--- config.mk ---
export PLATFORM = sky130hd
export DESIGN_NAME = out_agree_mon
export DESIGN_NICKNAME = d
export VERILOG_FILES = /design/src/rtl/aom_pkg.sv /design/src/rtl/aom_cmd_cmp.sv /design/src/rtl/aom_rb_filter.sv /design/src/rtl/aom_out_stage.sv /design/src/rtl/out_agree_mon.sv
export SDC_FILE = /design/constraint.sdc
export NUM_CORES = 1
export LEC_CHECK = 0
export BUFFER_PORTS_ARGS = -buffer_cell sky130_fd_sc_hd__buf_2
export CORE_MARGIN = 5
export CORE_UTILIZATION = 27
export DETAILED_ROUTE_END_ITERATION = 12
export PLACE_DENSITY = 0.51
export SYNTH_ARGS = -nofsm -noshare
export SYNTH_HDL_FRONTEND = slang
export SYNTH_HIERARCHICAL = 1
export SYNTH_SLANG_ARGS = --single-unit
--- constraint.sdc ---
create_clock -name clk -period 5.4 [get_ports clk]
set_clock_uncertainty 0.15 [all_clocks]
set_input_delay 1.08 -clock clk [delete_from_list [all_inputs] [get_ports clk]]
set_output_delay 1.08 -clock clk [all_outputs]
set_load 0.01 [all_outputs]
--- src/rtl/aom_pkg.sv ---
package aom_pkg;

   // Supervisor phase: waiting for the first clean tick, running, or latched safe.
   typedef enum logic [1:0] {
      MS_IDLE = 2'd0,
      MS_RUN  = 2'd1,
      MS_SAFE = 2'd2
   } mon_state_t;

endpackage

--- src/rtl/aom_cmd_cmp.sv ---
module aom_cmd_cmp #(
   parameter int N_OUT = 14
) (
   input  logic             tick_i,
   input  logic [N_OUT-1:0] a_i,
   input  logic [N_OUT-1:0] b_i,
   output logic             mis_o
);

   logic [N_OUT-1:0] diff;

   assign diff  = a_i ^ b_i;
   assign mis_o = tick_i & (|diff);

endmodule

--- src/rtl/aom_rb_filter.sv ---
module aom_rb_filter #(
   parameter int N_OUT  = 14,
   parameter int RB_TOL = 2
) (
   input  logic             clk,
   input  logic             rst_n,
   input  logic             tick_i,
   input  logic [N_OUT-1:0] applied_i,
   input  logic [N_OUT-1:0] rdbk_i,
   output logic             trip_o
);

   logic [N_OUT-1:0] trip_v;

   for (genvar gi = 0; gi < N_OUT; gi++) begin : g_bit
      logic mis;
      assign mis = applied_i[gi] ^ rdbk_i[gi];

      if (RB_TOL == 0) begin : g_direct
         assign trip_v[gi] = tick_i & mis;
      end else begin : g_count
         localparam int CNT_W = (RB_TOL < 2) ? 1 : $clog2(RB_TOL + 1);
         localparam logic [CNT_W-1:0] TOL_C = CNT_W'(RB_TOL);
         logic [CNT_W-1:0] cnt_q;

         // run length of consecutive mismatching ticks, saturating at the limit
         always_ff @(posedge clk or negedge rst_n) begin
            if (!rst_n) begin
               cnt_q <= '0;
            end else if (tick_i) begin
               if (!mis) begin
                  cnt_q <= '0;
               end else if (cnt_q != TOL_C) begin
                  cnt_q <= cnt_q + 1'b1;
               end
            end
         end

         assign trip_v[gi] = tick_i & mis & (cnt_q == TOL_C);
      end
   end

   assign trip_o = |trip_v;

endmodule

--- src/rtl/aom_out_stage.sv ---
module aom_out_stage
   import aom_pkg::*;
#(
   parameter int N_OUT = 14
) (
   input  logic             clk,
   input  logic             rst_n,
   input  logic             tick_i,
   input  logic [N_OUT-1:0] pri_cmd_i,
   input  logic             cmd_mis_i,
   input  logic             rb_trip_i,
   output logic             master_en_o,
   output logic [N_OUT-1:0] out_en_o,
   output logic             safe_o
);

   mon_state_t       state_q;
   logic [N_OUT-1:0] en_q;
   logic             run;
   logic             fault;

   assign fault = cmd_mis_i | rb_trip_i;

   always_ff @(posedge clk or negedge rst_n) begin
      if (!rst_n) begin
         state_q <= MS_IDLE;
         en_q    <= '0;
      end else if (tick_i && (state_q != MS_SAFE)) begin
         if (fault) begin
            state_q <= MS_SAFE;
            en_q    <= '0;
         end else begin
            state_q <= MS_RUN;
            en_q    <= pri_cmd_i;
         end
      end
   end

   assign run         = (state_q == MS_RUN);
   assign master_en_o = run;
   assign out_en_o    = en_q & {N_OUT{run}};
   assign safe_o      = (state_q == MS_SAFE);

endmodule

--- src/rtl/out_agree_mon.sv ---
module out_agree_mon #(
   parameter int N_OUT  = 14,
   parameter int RB_TOL = 2
) (
   input  logic             clk,
   input  logic             rst_n,
   input  logic             tick_i,
   input  logic [N_OUT-1:0] pri_cmd_i,
   input  logic [N_OUT-1:0] sec_cmd_i,
   input  logic [N_OUT-1:0] rdbk_i,
   output logic             master_en_o,
   output logic [N_OUT-1:0] out_en_o,
   output logic             safe_o
);

   if (N_OUT < 1 || N_OUT > 64) begin : g_bad_width
      $error("out_agree_mon: N_OUT must lie in 1..64");
   end
   if (RB_TOL < 0 || RB_TOL > 1023) begin : g_bad_tol
      $error("out_agree_mon: RB_TOL must lie in 0..1023");
   end

   logic cmd_mis;
   logic rb_trip;

   aom_cmd_cmp #(.N_OUT(N_OUT)) u_cmp (
      .tick_i (tick_i),
      .a_i    (pri_cmd_i),
      .b_i    (sec_cmd_i),
      .mis_o  (cmd_mis)
   );

   aom_rb_filter #(.N_OUT(N_OUT), .RB_TOL(RB_TOL)) u_rbf (
      .clk       (clk),
      .rst_n     (rst_n),
      .tick_i    (tick_i),
      .applied_i (out_en_o),
      .rdbk_i    (rdbk_i),
      .trip_o    (rb_trip)
   );

   aom_out_stage #(.N_OUT(N_OUT)) u_out (
      .clk         (clk),
      .rst_n       (rst_n),
      .tick_i      (tick_i),
      .pri_cmd_i   (pri_cmd_i),
      .cmd_mis_i   (cmd_mis),
      .rb_trip_i   (rb_trip),
      .master_en_o (master_en_o),
      .out_en_o    (out_en_o),
      .safe_o      (safe_o)
   );

endmodule

Word-level counts from Yosys, hierarchy flattened
Index checks and enable logic that the tools add are counted.
{"block": "word_totals", "regBits": 44, "latch_bits": 0, "ram_bits": 0, "romBits": 0, "in_bits": 45, "out_inout_bits": 16, "wordCells": 168, "memories": 0}
{"block": "op_classes", "add_sub_neg": 14, "multipliers": 0, "div": 0, "magnitude_cmp": 0, "eq_ne": 45, "shift": 0, "mux": 30, "bitwise_logic": 46, "reduce_logical": 17}
{"operator": "2-to-1 mux 2 bit", "count": 29}
{"operator": "!= test 2 bit, second input constant", "count": 29}
{"operator": "equality test 2 bit, second input constant", "count": 15}
{"operator": "AND 1 bit", "count": 29}
{"operator": "adder 2 x 1 -> 2 bit, second input constant", "count": 14}
{"operator": "AND reduction 2 bit", "count": 14}
{"operator": "OR reduction 14 bit", "count": 2}
{"operator": "AND 14 bit", "count": 1}
{"operator": "2-to-1 mux 14 bit", "count": 1}
{"operator": "bitwise XOR 1 bit", "count": 14}
{"operator": "bitwise XOR 14 bit", "count": 1}
{"operator": "equality test 2 x 1 -> 1 bit, second input constant", "count": 1}
{"operator": "logical AND 1 bit", "count": 1}
{"operator": "bitwise OR 1 bit", "count": 1}

Depth between registers and ports, before layout
{"block": "depth", "word_depth": 8, "mapped_depth": 11, "mapped_depth_nobuf": 9}

Hierarchy
Netlist, hierarchy kept.
{"module": "aom_rb_filter", "instances": 1, "cells_per_inst": 202, "area_per_inst_um2": 1816.7, "seq_area_each_um2": 700.7}
{"module": "aom_out_stage", "instances": 1, "cells_per_inst": 87, "area_per_inst_um2": 780.7, "seq_area_each_um2": 400.4}
{"module": "aom_cmd_cmp", "instances": 1, "cells_per_inst": 19, "area_per_inst_um2": 155.1, "seq_area_each_um2": 0.0}

Least setup slack after synthesis
Ideal clock, no wire load.
{"block": "synth_path", "path_kind": "in2reg", "start": "in rdbk_i[2]", "end": "reg u_out.en_q[0]", "setup_ns": 0.076, "arrival_time_ns": 2.721, "required_time_ns": 5.174, "setup_slack_ns": 2.452, "stages": 8, "n_path_buf": 1, "path_cell_list": "xnor2_1 -> o22ai_1 -> or4b_1 -> o31a_1 -> nor2_2 -> buf_2 -> nand2_1 -> o21ai_1"}
{"block": "synth_via", "elab_chain_cells": 6}
{"item": "from (decl)", "line_no": "out_agree_mon.sv:10", "text": "input logic [N_OUT-1:0] rdbk_i,"}
{"item": "bitwise XOR 1 bit", "line_no": "aom_rb_filter.sv:17", "text": "assign mis = applied_i[gi] ^ rdbk_i[gi];"}
{"item": "AND 1 bit (2 in series)", "line_no": "aom_rb_filter.sv:39", "text": "assign trip_v[gi] = tick_i & mis & (cnt_q == TOL_C);"}
{"item": "OR reduction 14 bit", "line_no": "aom_rb_filter.sv:43", "text": "assign trip_o = |trip_v;"}
{"item": "via rb_trip", "line_no": "out_agree_mon.sv:24", "text": "logic rb_trip;"}
{"item": "bitwise OR 1 bit", "line_no": "aom_out_stage.sv:22", "text": "assign fault = cmd_mis_i | rb_trip_i;"}
{"item": "2-to-1 mux 14 bit", "line_no": "aom_out_stage.sv:29", "text": "if (fault) begin"}
{"item": "to (signal assigned)", "line_no": "aom_out_stage.sv:34", "text": "en_q <= pri_cmd_i;"}
{"item": "to (decl)", "line_no": "aom_out_stage.sv:18", "text": "logic [N_OUT-1:0] en_q;"}
The timed path passes the listed nets, and every way through them passes these cells.
A chain may end at the register's enable or synchronous reset.

Final worst setup path
{"block": "layout_path", "start": "reg u_out.state_q[1]", "end": "reg u_out.en_q[13]"}
{"block": "layout_via", "elab_chain_cells": 8, "word_cells_on_any_way": 49, "cone_classes": "eq/ne: 2; mux: 1; bitwise: 44; reduce/logical: 2"}
{"item": "from (decl)", "line_no": "aom_out_stage.sv:17", "text": "mon_state_t state_q;"}
{"item": "from (signal assigned)", "line_no": "aom_out_stage.sv:26", "text": "state_q <= MS_IDLE;"}
{"item": "from (signal assigned)", "line_no": "aom_out_stage.sv:30", "text": "state_q <= MS_SAFE;"}
{"item": "from (signal assigned)", "line_no": "aom_out_stage.sv:33", "text": "state_q <= MS_RUN;"}
{"item": "equality test 2 x 1 -> 1 bit (*)", "line_no": "aom_out_stage.sv:39", "text": "assign run = (state_q == MS_RUN);"}
{"item": "AND 14 bit (*)", "line_no": "aom_out_stage.sv:41", "text": "assign out_en_o = en_q & {N_OUT{run}};"}
{"item": "bitwise XOR 1 bit", "line_no": "aom_rb_filter.sv:17"}
{"item": "AND 1 bit (2 in series)", "line_no": "aom_rb_filter.sv:39"}
{"item": "OR reduction 14 bit (*)", "line_no": "aom_rb_filter.sv:43"}
{"item": "via rb_trip", "line_no": "out_agree_mon.sv:24"}
{"item": "bitwise OR 1 bit (*)", "line_no": "aom_out_stage.sv:22"}
{"item": "2-to-1 mux 14 bit (*)", "line_no": "aom_out_stage.sv:29"}
The timed path passes the listed nets; every way through them passes the cells marked *.

==> results.env <==
GRT_SETUP_UNREPAIRED='false'
CTS.REPAIR.RESIZED=0
DETAILEDROUTE.FIRSTITERATIONVIOLATIONS=73
INITIAL_CORE_UTIL_PCT=27.90
POST_CTS.REPAIR.SETUP_BUFFERS=0
SYNTH_TOP_CELL_AREA_SHARE_PCT=40.00
ROUTED_WIRE_LENGTH_PER_INSTANCE_MICRONS=12.70
MIN_PATH_CELLS=1
DRV_SLEW=0
AREA_ENCLOSED_BY_THE_DIE_BOUNDARY_SQ_UM=12310
WORST_HOLD_SLACK_PS=335.0
DIE_EXTENT_IN_Y_MICRONS=111.0
YOSYS_WARNINGS=6
SYNTH_TOP_CELL_BY_AREA='dfrtp_1'
REG2REG_DEPTH=9
POST_SYNTHESIS_INSTANCE_AREA_SQ_UM=2753
FINAL_LAYOUT_SIZE_SUFFIX_GT1_SHARE_PCT=20.60
LAYOUT.CELLS.NON_FILLER=497
CP_MAX_FO=16
DR_TOTAL_VIAS=2262
CLOCK-ROOT-BUFFER='clkbuf_8'
CRITPATHREQUIREDTIME_PS=5460
PLACEDCELLCOUNT=490
AREA.GROWTH.SYNTH_TO_FINAL_PCT=16.55
WORST-SETUP-PATH-TYPE='reg2reg'
ANT_NETS=0
CTS_NUM_SINKS=44
POWER.DENSITY_CELL_AREA_nW_PER_UM2=401.2
POWER_uW=1287
FINALWORSTPATHREQUIREDPERIOD_PS=3293
TIMING.CRITICAL_PATH.SLOWEST_CELL_DELAY_PS=490
CLOCK_PATH_BUFFERS=2
ANTENNADIODECOUNT=0
FLOORPLAN.DIE.WIDTH_MICRONS=111.0
MAX_CAP_VIOL_COUNT=0
MAX_SLEW_MARGIN_PCT=31.75
TIMING_WORST_SLEW_PIN_VALUE_PS=1024
POST_DRT_VIA_CELL_RATIO=4.551
DETAIL_ROUTE.FIRST_PASS.ITERATIONS=4
FLOORPLAN.IO_PINS=61
HTREE_NUM_LEVELS=2
LEAKAGE_uW=0.001508
CLOCK_TREE_FROM_TRITONCTS='done'
ENDPOINT_KIND='flop'
YOSYS.CELL_TYPES.COUNT=35
HOLD_BUFFERS=0
HALF_PERIMETER_WIRE_LENGTH_AFTER_PLACEMENT_MICRONS=4669
WORST_SETUP_PATH_START_KIND='flop'
RESULT_OF_THE_RUN='finished clean'
CORE_SQ_UM=9864
PEAKVDDDROP_mV=0.1095
DRCVIOLATIONCOUNT=0
FINALSETUPVIOLATIONS=0
SYNTH.YOSYS.SEQ_AREA_SHARE_PCT=40.00
POSTLAYOUTCOREUTIL_PCT=32.52
FIRST_GLOBAL_VIAS=2248
TIMING.HOLD.WORST.CLASS='reg2reg'
NNETSFINAL=423
WORST_SETUP_HOLD_PATH_CLK_SLEW_PS=80
GRT_START_MAX_NET_PINS=59
FINAL_WIRELENGTH_MICRONS=6311
WORSTPATHCELLLIST='and2b_1 -> and2_1 -> xnor2_1 -> o22ai_1 -> or4b_1 -> o31a_1 -> nor2_2 -> nand2_1 -> o21ai_0'
POST_SYNTH.CELL_AREA_AVG_SQ_UM=8.937
REGISTER_BIT_TOTAL_FROM_SYNTHESIS=44
TRITONCTS.NUM_BUFFERS=5
SYNTHESIS.INSTANCES=308
CP_DATA_ARRIVAL_TIME_PS=3360
FINALCRITPERIODSHARE_PCT=60.98
SYNTH_TOP_CELLS_BY_AREA='dfrtp_1 40%, ha_1 6.4%, inv_1 6.1%'
INITIAL_ANTENNA_VIOLATION_COUNT=0
PORTBUFFERS=60
INSERTION_DELAY_PS=290
SUMMED_NEGATIVE_SETUP_SLACK_OVER_ALL_ENDPOINTS_PS=0
GRT_FIRST_PASS_WIRELENGTH_MICRONS=10830
MAX_FREQ_MHz=303.7
GLOBALROUTETOTALUTIL_PCT=10.54
FP-ROW-COUNT=36
SYNTH_FP_NETS=367
PLACE.GP.CONGESTION=0.6847
COUNT_OF_FINAL_HOLD_CHECK_VIOLATIONS=0
GRT.OVERFLOW.TOTAL=0
CRITPATHSLOWESTCELL='or4b_1'
[Yosys cell counts (all sizes together)]
| master | count |
|---|---|
| or4b | 1 |
| clkbuf | 5 |
| nor3b | 6 |
| and3 | 5 |
| nand4 | 2 |
| and2b | 1 |
| a31oi | 10 |
| a21oi | 18 |
| xnor2 | 19 |
| nor2b | 2 |
| ha | 14 |
| nand2 | 19 |
| dfrtp | 44 |
| inv | 45 |
| nand2b | 4 |
| nor4 | 1 |
| xor2 | 9 |
| o31a | 2 |
| and2 | 14 |
| buf | 7 |
| nor2 | 15 |
| a22o | 1 |
| o21ai | 28 |
| o2111ai | 2 |
| a22oi | 6 |
| or2b | 2 |
| nand3 | 1 |
| o22ai | 25 |
[cells by family (layout without fill, tap and decap cells)]
kind of cell	count (synthesis)	count (layout)	share of synthesized area, %
compound gates	92	92	19.55
flops	44	44	40.00
simple gates	73	73	14.73
fa+ha+maj	14	14	6.364
buf+inv	57	113	9.636
xor+xnor	28	28	9.727
[path summary, 6_finish.rpt]
path | startpoint | endpoint | slack [ps]
hold / removal | u_rbf/g_bit[9].g_count.cnt_q[0] | u_rbf/g_bit[9].g_count.cnt_q[0] | 340
max in group asynchronous | rst_n | u_rbf/g_bit[7].g_count.cnt_q[1] | 3660
setup / recovery | u_out/state_q[1] | u_out/en_q[13] | 2110
hold reg to reg | u_rbf/g_bit[9].g_count.cnt_q[0] | u_rbf/g_bit[9].g_count.cnt_q[0] | 340
setup reg to reg | u_out/state_q[1] | u_out/en_q[13] | 2110
min in group asynchronous | rst_n | u_rbf/g_bit[9].g_count.cnt_q[0] | 820
[cell type report]
class	count	area, sq um
clock buffers	6	72.57
clock inverters	1	5.005
fillers	1031	6656
inverters	45	168.9
multi-input cells	207	1386
flip-flops and latches	44	1101
well taps	133	166.4
repair buffers	61	307.8
[per-stage QoR]
stage	instance area (sq um)	worst slack, ps
finish	3208	2107
global route	3208	1820
CTS	3208	2102
detailed placement	3131	1987
global placement	3131	1972
floorplan	2753	2452
[routing by layer]
metal / part of all wire, % / routed length, microns / vias up / GRT usage [%]
met5: 0 / 0 / - / 0
met4: 1.5 / 97 / 0 / 3.777
met3: 4.1 / 257 / 6 / 2.074
met2: 44 / 2773 / 59 / 16.02
met1: 50 / 3183 / 1034 / 14.84
li1: - / - / 1163 / -
[flip-flops by register name (all words and copies together), names as in the netlist]
register and cells:
u_rbf/g_bit.g_count.cnt_q 28, u_out/en_q 14, u_out/state_q 2
[cells in the final DEF, fill, tap and decap left out, drive strengths merged]
cell type / count
nand4: 2
nand2b: 4
a21oi: 18
nor4: 1
inv: 45
xor2: 9
nor3b: 6
buf: 61
clkbuf: 6
or2b: 2
a22o: 1
and2: 14
a31oi: 10
o31a: 2
dfrtp: 44
clkinv: 1
nor2: 15
ha: 14
and3: 5
nand3: 1
o2111ai: 2
or4b: 1
nand2: 19
and2b: 1
o21ai: 28
nor2b: 2
xnor2: 19
o22ai: 25
a22oi: 6
[critical path: cells and delay by family (launching register included)]
family | cells | cell delay, ps
flip-flops | 1 | 390
AND/OR/NAND/NOR | 5 | 1820
AO/OA/AOI/OAI | 3 | 640
XOR/XNOR | 1 | 210
[where the power goes]
part / total, uW / switching (uW) / internal (uW)
Combinational: 519 / 279 / 240
Clock: 199 / 110 / 88.2
Sequential: 569 / 92.4 / 477
Total: 1290 / 482 / 806
(Power assumes the default switching activity.)
